$ cat src/rtl/lcb_pkg.sv
package lcb_pkg;
  typedef struct packed {
    logic load;
    logic cntClr;
    logic cntInc;
    logic rdEnNext;
    logic bankTwoNext;
  } lcbStrobe_t;
endpackage

$ cat src/rtl/lcb_ctrl.sv
module lcb_ctrl #(
  parameter int ADDR_W = 16,
  parameter logic [ADDR_W-1:0] SW_BASE = 16'hC080
) (
  input  logic              clk,
  input  logic              rstN,
  input  logic [ADDR_W-1:0] busAddr,
  input  logic              busRdN,
  input  logic              busStb,
  output lcb_pkg::lcbStrobe_t stb
);
  logic swHit;
  logic oddSw;

  assign swHit = busStb && (busAddr[ADDR_W-1:4] == SW_BASE[ADDR_W-1:4]);
  assign oddSw = busAddr[0];

  always_comb begin
    stb.load        = swHit;
    stb.cntClr      = swHit && (!oddSw || !busRdN);
    stb.cntInc      = swHit && oddSw && busRdN;
    stb.rdEnNext    = (busAddr[1] == busAddr[0]);
    stb.bankTwoNext = !busAddr[3];
  end

  // a switch access either clears or increments, never both
  a_r4_clr_inc_exclusive: assert property (@(posedge clk) disable iff (!rstN)
    !(stb.cntClr && stb.cntInc));

  // no load strobe for an access outside the group
  a_r10_no_load_outside: assert property (@(posedge clk) disable iff (!rstN)
    (busAddr[ADDR_W-1:4] != SW_BASE[ADDR_W-1:4]) |-> !stb.load);
endmodule

$ cat src/rtl/lcb_datapath.sv
module lcb_datapath #(
  parameter int ADDR_W    = 16,
  parameter int WR_THRESH = 2,
  parameter int RAM_AW    = 14
) (
  input  logic              clk,
  input  logic              rstN,
  input  logic [ADDR_W-1:0] busAddr,
  input  logic              busRdN,
  input  logic              busStb,
  input  lcb_pkg::lcbStrobe_t stb,
  output logic              ramRdSel,
  output logic              ramWrEn,
  output logic              romSel,
  output logic [RAM_AW-1:0] ramAddr
);
  localparam int CNT_W = $clog2(WR_THRESH + 1);
  localparam logic [CNT_W-1:0] CNT_TOP = CNT_W'(WR_THRESH);

  logic [CNT_W-1:0] wrCnt;
  logic rdEn;
  logic bankTwo;
  logic inHigh;
  logic inCommon;
  logic wrArmed;

  always_ff @(posedge clk) begin
    if (!rstN) begin
      wrCnt   <= '0;
      rdEn    <= 1'b0;
      bankTwo <= 1'b1;
    end else if (stb.load) begin
      rdEn    <= stb.rdEnNext;
      bankTwo <= stb.bankTwoNext;
      if (stb.cntClr)
        wrCnt <= '0;
      else if (stb.cntInc && wrCnt != CNT_TOP)
        wrCnt <= wrCnt + 1'b1;
    end
  end

  assign wrArmed  = (wrCnt >= CNT_TOP);
  assign inHigh   = (busAddr[ADDR_W-1:ADDR_W-4] >= 4'hD);
  assign inCommon = (busAddr[ADDR_W-1:ADDR_W-3] == 3'b111);

  always_comb begin
    ramRdSel = busStb && busRdN && inHigh && rdEn;
    romSel   = busStb && busRdN && inHigh && !rdEn;
    ramWrEn  = busStb && !busRdN && inHigh && wrArmed;
    if (!inHigh)
      ramAddr = '0;
    else if (inCommon)
      ramAddr = {1'b1, busAddr[12:0]};
    else
      ramAddr = {1'b0, bankTwo, busAddr[11:0]};
  end

  // counter never passes the threshold
  a_r5_cnt_bound: assert property (@(posedge clk) disable iff (!rstN)
    wrCnt <= CNT_TOP);

  // clearing strobe empties the counter
  a_r4_clear: assert property (@(posedge clk) disable iff (!rstN)
    (stb.load && stb.cntClr) |=> (wrCnt == '0));

  // increment below saturation
  a_r5_inc: assert property (@(posedge clk) disable iff (!rstN)
    (stb.load && stb.cntInc && wrCnt < CNT_TOP) |=> (wrCnt == $past(wrCnt) + 1'b1));

  // the two read sources are never selected together
  a_r8_src_exclusive: assert property (@(posedge clk) disable iff (!rstN)
    !(ramRdSel && romSel));

  // a write enable only during a strobed write
  a_r8_wr_dir: assert property (@(posedge clk) disable iff (!rstN)
    ramWrEn |-> (busStb && !busRdN));

  // state holds without a load strobe
  a_r10_hold: assert property (@(posedge clk) disable iff (!rstN)
    !stb.load |=> ($stable(wrCnt) && $stable(rdEn) && $stable(bankTwo)));
endmodule

$ cat src/rtl/lcbank_ctrl.sv
module lcbank_ctrl #(
  parameter int ADDR_W    = 16,
  parameter int WR_THRESH = 2,
  parameter int RAM_AW    = 14
) (
  input  logic              clk,
  input  logic              rstN,
  input  logic [ADDR_W-1:0] busAddr,
  input  logic              busRdN,
  input  logic              busStb,
  output logic              ramRdSel,
  output logic              ramWrEn,
  output logic              romSel,
  output logic [RAM_AW-1:0] ramAddr
);
  lcb_pkg::lcbStrobe_t stb;

  lcb_ctrl #(.ADDR_W(ADDR_W), .SW_BASE(16'hC080)) u_ctrl (
    .clk(clk), .rstN(rstN), .busAddr(busAddr), .busRdN(busRdN),
    .busStb(busStb), .stb(stb)
  );

  lcb_datapath #(.ADDR_W(ADDR_W), .WR_THRESH(WR_THRESH), .RAM_AW(RAM_AW)) u_dp (
    .clk(clk), .rstN(rstN), .busAddr(busAddr), .busRdN(busRdN),
    .busStb(busStb), .stb(stb), .ramRdSel(ramRdSel), .ramWrEn(ramWrEn),
    .romSel(romSel), .ramAddr(ramAddr)
  );
endmodule

$ cat config.mk
export PLATFORM = sky130hd
export DESIGN_NAME = lcbank_ctrl
export DESIGN_NICKNAME = d
export VERILOG_FILES = /design/src/rtl/lcb_pkg.sv /design/src/rtl/lcb_ctrl.sv /design/src/rtl/lcb_datapath.sv /design/src/rtl/lcbank_ctrl.sv
export SDC_FILE = /design/constraint.sdc
export NUM_CORES = 1
export LEC_CHECK = 0
export BUFFER_PORTS_ARGS = -buffer_cell sky130_fd_sc_hd__buf_4
export CORE_MARGIN = 2
export CORE_UTILIZATION = 30
export DETAILED_ROUTE_END_ITERATION = 12
export PLACE_DENSITY = 0.65
export SYNTH_ARGS = -nofsm -noshare
export SYNTH_HDL_FRONTEND = slang
export SYNTH_HIERARCHICAL = 1
export SYNTH_SLANG_ARGS = --single-unit
$ cat constraint.sdc
create_clock -name clk -period 2.2 [get_ports clk]
set_input_delay 0 -clock clk [delete_from_list [all_inputs] [get_ports clk]]
set_output_delay 0 -clock clk [all_outputs]
set_load 0.01 [all_outputs]
==> flow_metrics.tcl, run 1 <==
set metrics [dict create \
    outcome "finished, final reports clean" \
    gp_congestion 0.714 \
    drc 0 \
    synth.distinct_cells 28 \
    p_leak_uw 0.000367 \
    grt_max_degree 15 \
    syn_inst 51 \
    vias 520 \
    synth_seq_cells 4 \
    hold_buffers 1 \
    path_clk_slew_ns 0.03 \
    die_y_um 42.5 \
    overflow 0 \
    fin_skew_ns 0.00142 \
    diodes 0 \
    yosys.area.top_type "dfxtp_1" \
    cts_root_buf "clkbuf_4" \
    required_ns 2.37 \
    drt-initial-drc-count 4 \
    dp_hpwl_um 1020 \
    row_count 13 \
    tightestPinTransition_ns 0.360 \
    start_util_pct 32.9 \
    syn2layout_area_growth_pct 73.0 \
    cp-end-kind "flop" \
    grt_util_all_layers_pct 14.6 \
    grt_pass1_vias 462 \
    period_minus_slack_ns 1.51 \
    drive_gt1_share_pct 50.5 \
    p_per_area_nw_per_um2 304 \
    die_area_um2 1800 \
    ir_worst_vdd_mv 0.235 \
    setup_tns_ns 0 \
    drv_cap 0 \
    worst-setup-path-type "input pin to flop" \
    htree_num_levels 1 \
    clock-sinks 4 \
    fin_crit_sh_pct 68.6 \
    setup_slack_ns 0.690 \
    die_x_um 42.5 \
    drtAntennaViolNets 0 \
    cts_resized 0 \
    clock_path_buffers 2 \
    totalWireLength_um 1190 \
    core_um2 1350 \
    drt-wirelength-per-cell_um 11.2 \
    dp_slack_ns 0.469 \
    setup_viol 0 \
    cts_setup_buffers 0 \
    antenna_found_initial 0 \
    rsz0062_at_grt "false" \
    hp-class "input pin to flop" \
    crit_fanout 3 \
    numCtsBuffers 3 \
    fin_nets 114 \
    fmax_ghz 0.662 \
    io_pins 37 \
    port_buffers 36 \
    tritoncts "built" \
    first_pass_iters 3 \
    syn-num-nets 72 \
    viasPerCell 4.91 \
    yosysSeqAreaShare_pct 18.0 \
    fin_util_pct 56.9 \
    synth_warnings 6 \
    grt_pass1_wl_um 2000 \
    final-hold-violation-count 0 \
    slew_headroom_pct 75.8 \
    syn_area_um2 444 \
    synth_area_leaders "dfxtp_1, and2_1, nor4bb_4, mux2i_1, o211a_1" \
    drv_slew 0 \
    crit_path_start_kind "input pin" \
    clk_latency_ns 0.23 \
    p_total_uw 233 \
    syn_area_per_cell_um2 8.71 \
    crit_arrival_ns 1.68 \
    netlist.area_leader.share_pct 18.0 \
]
-- power breakdown --
group          internal (uW)  switching, uW  leakage [uW]
clock                   60.7           25.3     0.0000138
combinational           45.6           28.7      0.000321
sequential              73.0        0.00235     0.0000322
total                    179           54.0      0.000367
-- path summary, 6_finish.rpt --
kind | start | to | slack (ns) | cells past startpoint
setup reg to reg | u_dp/wrCnt[0] | u_dp/wrCnt[1] | 0.91 | 5
hold / removal | busAddr[3] | u_dp/bankTwo | 0.07 | 4
hold reg to reg | u_dp/bankTwo | u_dp/bankTwo | 0.48 | 2
setup / recovery | busAddr[5] | u_dp/wrCnt[1] | 0.69 | 6
-- Yosys cell counts --
cell type,count
nor4bb_4,1
nor4b_2,1
and4_1,1
o211ai_1,1
or4bb_1,1
nand2_1,2
xnor2_1,1
mux2i_1,2
o31a_1,1
nor3b_1,2
o211a_1,2
buf_2,1
inv_1,2
nor3_1,1
and2b_4,1
nand4b_1,1
nor2_1,2
or3b_2,1
dfxtp_1,4
ha_1,1
and2_1,12
o2111a_1,1
buf_4,1
nor2b_1,3
and3_1,1
nor4_1,2
or4_4,1
a211o_1,1
-- routing by layer --
layer  global-route usage (%)  vias up  routed length, um
met5                        0        -                  0
met4                     9.38        0                  0
met3                     5.17        0                137
met2                     22.2       27                528
met1                     17.2      223                521
li1                         -      270                  -
-- worst max-delay path: stages --
cell and delay [ns]:
buf_4 0.11, or4_4 0.54, nor4_1 0.35, nor4bb_4 0.37, nor2b_1 0.17, o31a_1 0.14
-- stage by stage --
stage          area, um^2  hold slack (ns)  cells
4_1_cts               768           0.0636    106
2_1_floorplan         444           0.0544     51
6_report              768           0.0672    106
3_5_place_dp          736            0.203    102
5_1_grt               768           0.0744    106
3_3_place_gp          736            0.195    102
-- state kept, by name, indices dropped and copies added, names as in the netlist --
register,count
u_dp/bankTwo,1
u_dp/wrCnt,2
u_dp/rdEn,1
-- cell type report --
cell class	count	area, um^2
inverters	2	7.51
multi-input cells	43	344
well taps	15	18.8
flip-flops and latches	4	80.1
fillers	138	582
clock buffers	3	22.5
repair buffers	39	295
-- logic make-up (layout without fill, tap and decap cells) --
group	Yosys count	count (layout)	synth area share [%]
AOI/OAI and AO/OA	6	6	12.7
xor gates and xnor gates	1	1	1.97
adders and majority gates	1	1	2.82
buffers and inverters	4	44	4.51
DFF	4	4	18.0
muxes	2	2	4.51
and+or+nand+nor	33	33	55.5
-- cells in the final DEF (no fill, tap or decap), types with 2 or more instances in the layout --
| master | count |
|---|---|
| dfxtp_1 | 4 |
| and2_1 | 12 |
| nor3b_1 | 2 |
| nand2_1 | 2 |
| inv_1 | 2 |
| nor2b_1 | 3 |
| nor4_1 | 2 |
| clkbuf_4 | 3 |
| buf_4 | 38 |
| nor2_1 | 2 |
| mux2i_1 | 2 |
| o211a_1 | 2 |
(Power assumes the default switching activity.)
==> inputs of run 2 (changes only) <==
Settings changed: ABC_AREA set to 1, PLACE_DENSITY 0.65 to 0.63.
Clock period 2.2 ns to 1.5 ns, I/O delays scaled along.
==> run 2 against run 1 <==
Against the previous run: register-to-register slack got worse by 0.59 ns; critical path depth up 1; via count grew 14%; largest power group unchanged; die area grew 7.4%; synthesized cell count up 75%; sequential cell count stayed put; critical endpoint is now ramWrEn; highest routed layer unchanged; wire length increased by 4.0%.
==> flow_metrics.tcl, run 2 <==
set metrics [dict create \
    outcome "finished, final reports clean" \
    synth_warnings 6 \
    final_area_um2 785 \
    die_x_um 44.0 \
    yosysSeqAreaShare_pct 16.7 \
    vias 594 \
    setup_viol 0 \
    cts_root_buf "clkbuf_4" \
    fin_nets 150 \
    crit_path_start_kind "flop" \
    largestRegisters "u_dp/wrCnt x2, u_dp/bankTwo x1, u_dp/rdEn x1" \
    path_common_cell "nor2_1" \
    clock_path_buffers 2 \
    row_count 14 \
    ir_worst_vdd_mv 0.262 \
    gp_congestion 0.742 \
    syn-num-nets 110 \
    cp_num_buf_inv 2 \
    clock-sinks 4 \
    regMostFlops "u_dp/wrCnt" \
    crit_slowest_cell "dfxtp_1" \
    tightestPinTransition_ns 0.324 \
    diodes 0 \
    cpLargestDelayFamily "flip-flops" \
    drc 0 \
    clk_latency_ns 0.23 \
    syn_area_um2 480 \
    p_per_area_nw_per_um2 462 \
    cts_setup_buffers 0 \
    final_common_cell "buf_4" \
    htree_num_levels 1 \
    crit_arrival_ns 1.20 \
    fmax_ghz 0.831 \
    path_clk_slew_ns 0.04 \
    synth.distinct_cells 19 \
    yosysMostFrequentCell "inv_1" \
    crit_path_cell_trace "inv_1 > ha_1 > nor2_1 > nor2_1 > nand2_1 > nor2_1 > buf_4" \
    rsz0062_at_grt "false" \
    synth-edff-count 0 \
    port_buffers 36 \
    required_ns 1.50 \
    hp-class "input pin to flop" \
    setup_slack_ns 0.296 \
    period_minus_slack_ns 1.20 \
    netlist.area_leader.share_pct 18.8 \
    synth_seq_cells 4 \
    drv_slew 0 \
    worst-setup-path-type "flop to output pin" \
    grt_util_all_layers_pct 14.6 \
    syn_inst 89 \
    antenna_found_initial 0 \
    largest_reg_flops 2 \
    die_y_um 44.0 \
    synthArstFlopShare_pct 0 \
    synth_common_cells "inv_1, nor2_1, nand2_1, nor2_2, nand3_1" \
    grt_max_degree 14 \
    drtAntennaViolNets 0 \
    syn2layout_area_growth_pct 63.3 \
    slew_headroom_pct 78.4 \
    cp-end-kind "output pin" \
    dp_hpwl_um 1070 \
    dp_slack_ns 0.326 \
    die_area_um2 1940 \
    drt-wirelength-per-cell_um 8.64 \
    fin_skew_ns 0.0000990 \
    synthFlopType "dfxtp_1" \
    grt_pass1_vias 521 \
    synth_area_leaders "inv_1, dfxtp_1, nor2_1, nor2_2, nand2_1" \
    cpPeakStageDelay_ns 0.32 \
    yosys.area.top_type "inv_1" \
    overflow 0 \
    grt_pass1_wl_um 2130 \
    numCtsBuffers 3 \
    most-common-layout-cells "buf_4, inv_1, nor2_1" \
    crit_fanout 2 \
    first_pass_iters 4 \
    tritoncts "built" \
    drv_cap 0 \
    p_leak_uw 0.000456 \
    start_util_pct 31.9 \
    drive_gt1_share_pct 41.7 \
    placed_cell_area_um2 752 \
    setup_tns_ns 0 \
    syn_area_per_cell_um2 5.40 \
    fin_crit_sh_pct 80.2 \
    io_pins 37 \
    viasPerCell 4.15 \
    final-hold-violation-count 0 \
    p_total_uw 362 \
    drt-initial-drc-count 9 \
    holdWs_ns 0.0636 \
    totalWireLength_um 1240 \
    core_um2 1510 \
]
==> run 2: metal layers <==
layer | routed length, um | global-route usage, % | part of all wire [%]
met1 | 558 | 18.8 | 45
met2 | 546 | 22.4 | 44
met3 | 130 | 5.31 | 11
met4 | 0 | 5.45 | 0
met5 | 0 | 0 | 0
==> run 2: logic make-up after synthesis <==
family / after synthesis / synth area share (%)
DFF: 4 / 16.7
buffers and inverters: 27 / 23.4
xor gates and xnor gates: 1 / 1.82
AOI/OAI and AO/OA: 3 / 3.12
and+or+nand+nor: 53 / 52.3
adders and majority gates: 1 / 2.60
==> run 2: area by class of cell <==
type / count / area (um^2)
tap: 16 / 20.0
inverter: 25 / 93.8
timing repair buffer: 37 / 280
fill: 156 / 722
multi-input combinational: 58 / 288
clock buffer: 3 / 22.5
sequential: 4 / 80.1
==> run 2: metrics by stage <==
step,cells,util [%]
after CTS,143,52.1
after floorplan,89,-
after global routing,143,52.1
after detailed placement,139,49.9
after global placement,139,49.9
final,143,52.1
==> run 2: repair_timing <==
action / CTS / global route
setup endpoints to repair: 0 / 0
gates resized for setup: 0 / 0
hold buffers: 1 / 0
hold endpoints to repair: 1 / 0
==> run 2: where the power goes <==
part           internal (uW)  leakage, uW  switching, uW  total [uW]
clock network           89.5    0.0000138           43.9         133
logic                   65.9     0.000410           55.9         122
registers                107    0.0000322        0.00502         107
total                    262     0.000456           99.8         362
==> run 2: final timing paths <==
check,from,endpoint,cells past startpoint,slack (ns)
max,u_dp/wrCnt[0],ramWrEn,7,0.30
min,busAddr[3],u_dp/bankTwo,4,0.06
max reg2reg,u_dp/wrCnt[0],u_dp/wrCnt[1],6,0.32
min reg2reg,u_dp/bankTwo,u_dp/bankTwo,2,0.46
==> run 2: worst min-delay path: stages <==
cell,delay [ns]
buf_4,0.08
inv_1,0.03
nand2_1,0.05
nand3_1,0.07
==> inputs of run 3 (changes only) <==
Clock period 1.5 ns to 1.15 ns, I/O delays scaled along.
==> run 3 against run 2 <==
Against the previous run: non-clock buffer count unchanged; cell area increased by 4.1%; cell count unchanged; count of clock-buffer cells in the layout unchanged; register-to-register slack got worse by 0.24 ns; clock skew about the same; power increased by 30%; largest cell class unchanged; highest routed layer unchanged.
==> flow_metrics.tcl, run 3 (synthesized netlist as in run 2, its figures left out) <==
set metrics [dict create \
    die_x_um 44.0 \
    crit_path_start_kind "flop" \
    rsz0062_at_grt "true" \
    hp-class "input pin to flop" \
    p_int_uw 340 \
    antenna_found_initial 0 \
    p_leak_uw 0.000464 \
    pwr-share-clk_pct 37.0 \
    holdWs_ns 0.0707 \
    drive_gt1_share_pct 46.5 \
    port_buffers 36 \
    drv_cap 0 \
    cp-end-kind "output pin" \
    drt-initial-drc-count 4 \
    final-hold-violation-count 0 \
    crit_fanout 2 \
    worst-setup-path-type "flop to output pin" \
    regMostFlops "u_dp/wrCnt" \
    required_ns 1.15 \
    drt-wirelength-per-cell_um 9.20 \
    start_util_pct 31.9 \
    io_pins 37 \
    crit_path_cell_trace "inv_2 > ha_4 > nor2_4 > nor2_1 > nand2_1 > nor2_1 > buf_4" \
    cpPeakStageDelay_ns 0.31 \
    comb_power_share_pct 33.8 \
    setup_slack_ns 0.0122 \
    cts_root_buf "clkbuf_4" \
    power.switching_uw 130 \
    fin_nets 150 \
    core_um2 1510 \
    dp_slack_ns -0.0237 \
    multi_input_area_um2 315 \
    vias 600 \
    path_clk_slew_ns 0.04 \
    p_per_area_nw_per_um2 575 \
    setup_viol 0 \
    grt_pass1_vias 523 \
    die_y_um 44.0 \
    tightestPinTransition_ns 0.324 \
    p_total_uw 470 \
    ir_worst_vdd_mv 0.336 \
    fmax_ghz 0.879 \
    dp_hpwl_um 1070 \
    totalWireLength_um 1320 \
    regArea_um2 85.1 \
    slew_headroom_pct 78.4 \
    gp_congestion 0.742 \
    htree_num_levels 1 \
    most-common-layout-cells "buf_4, inv_1, nor2_1" \
    outcome "finished, final reports clean" \
    switching_share_pct 27.7 \
    fillCellCount 152 \
    place_inst 139 \
    fin_crit_sh_pct 98.9 \
    tritoncts "built" \
    crit_arrival_ns 1.14 \
    setup_tns_ns 0 \
    stdcell_count 143 \
    clock-sinks 4 \
    first_pass_iters 4 \
    overflow 0 \
    largest_reg_flops 2 \
    numCtsBuffers 3 \
    grt_pass1_wl_um 2150 \
    viasPerCell 4.20 \
    period_minus_slack_ns 1.14 \
    clock_path_buffers 2 \
    grt_max_degree 14 \
    row_count 14 \
    crit_slowest_cell "dfxtp_2" \
    largestRegisters "u_dp/wrCnt x2, u_dp/bankTwo x1, u_dp/rdEn x1" \
    fin_skew_ns 0.000100 \
    path_common_cell "nor2_1" \
    clk_latency_ns 0.23 \
    cpLargestDelayFamily "flip-flops" \
    die_area_um2 1940 \
    drc 0 \
    final_common_cell "buf_4" \
    drv_slew 0 \
    power_frac_seq_pct 29.2 \
    drtAntennaViolNets 0 \
    diodes 0 \
    syn2layout_area_growth_pct 70.1 \
    grt_util_all_layers_pct 14.7 \
    cp_num_buf_inv 2 \
]
## run 3: cell counts in the layout (fill, tap and decap cells not counted)
No cell type changed its count.
## run 3: path summary, 6_finish.rpt
check,from,depth (start not counted),slack (ns),to
max,u_dp/wrCnt[0],7,0.01,ramWrEn
min,busAddr[3],4,0.07,u_dp/bankTwo
max reg2reg,u_dp/wrCnt[0],8,0.08,u_dp/wrCnt[0]
min reg2reg,u_dp/rdEn,2,0.47,u_dp/rdEn
## run 3: layout make-up
type	count	share of cell area, %
clock buffer	3	2.76
tap	16	2.45
inverter	25	11.5
sequential	4	10.4
timing repair buffer	37	34.3
multi-input combinational	58	38.6
## run 3: per-stage QoR
stage | cell area, um^2 | utilization [%]
CTS | 802 | 53.2
finish | 817 | 54.2
floorplan | 480 | -
global placement | 752 | 49.9
global route | 817 | 54.2
detailed placement | 752 | 49.9
## run 3: tightest hold or removal path: stages
cell	delay (ns)
buf_4	0.08
inv_1	0.03
nand2_1	0.05
nand3_1	0.07
## run 3: metal layers
layer | global-route usage, % | vias to the layer above | routed length, um | part of all wire (%)
met4 | 5.45 | 0 | 0 | 0
met1 | 19.0 | 245 | 576 | 44
li1 | - | 331 | - | -
met2 | 22.4 | 24 | 610 | 46
met5 | 0 | - | 0 | 0
met3 | 5.31 | 0 | 129 | 9.8
## run 3: what timing repair did
item	CTS	global route
endpoints found under the setup margin	2	2
setup buffers	0	0
endpoints found under the hold margin	1	0
gates resized for setup	6	4
hold buffers	1	0
pin swaps	4	4
## run 3: power by group through the flow
stage               registers [uW]  clock network (uW)  logic, uW
finish                         137                 174        159
global route                   137                 199        176
CTS                            139                 182        161
detailed placement             142                   0        158
global placement               142                   0        156
floorplan                      142                   0       66.8
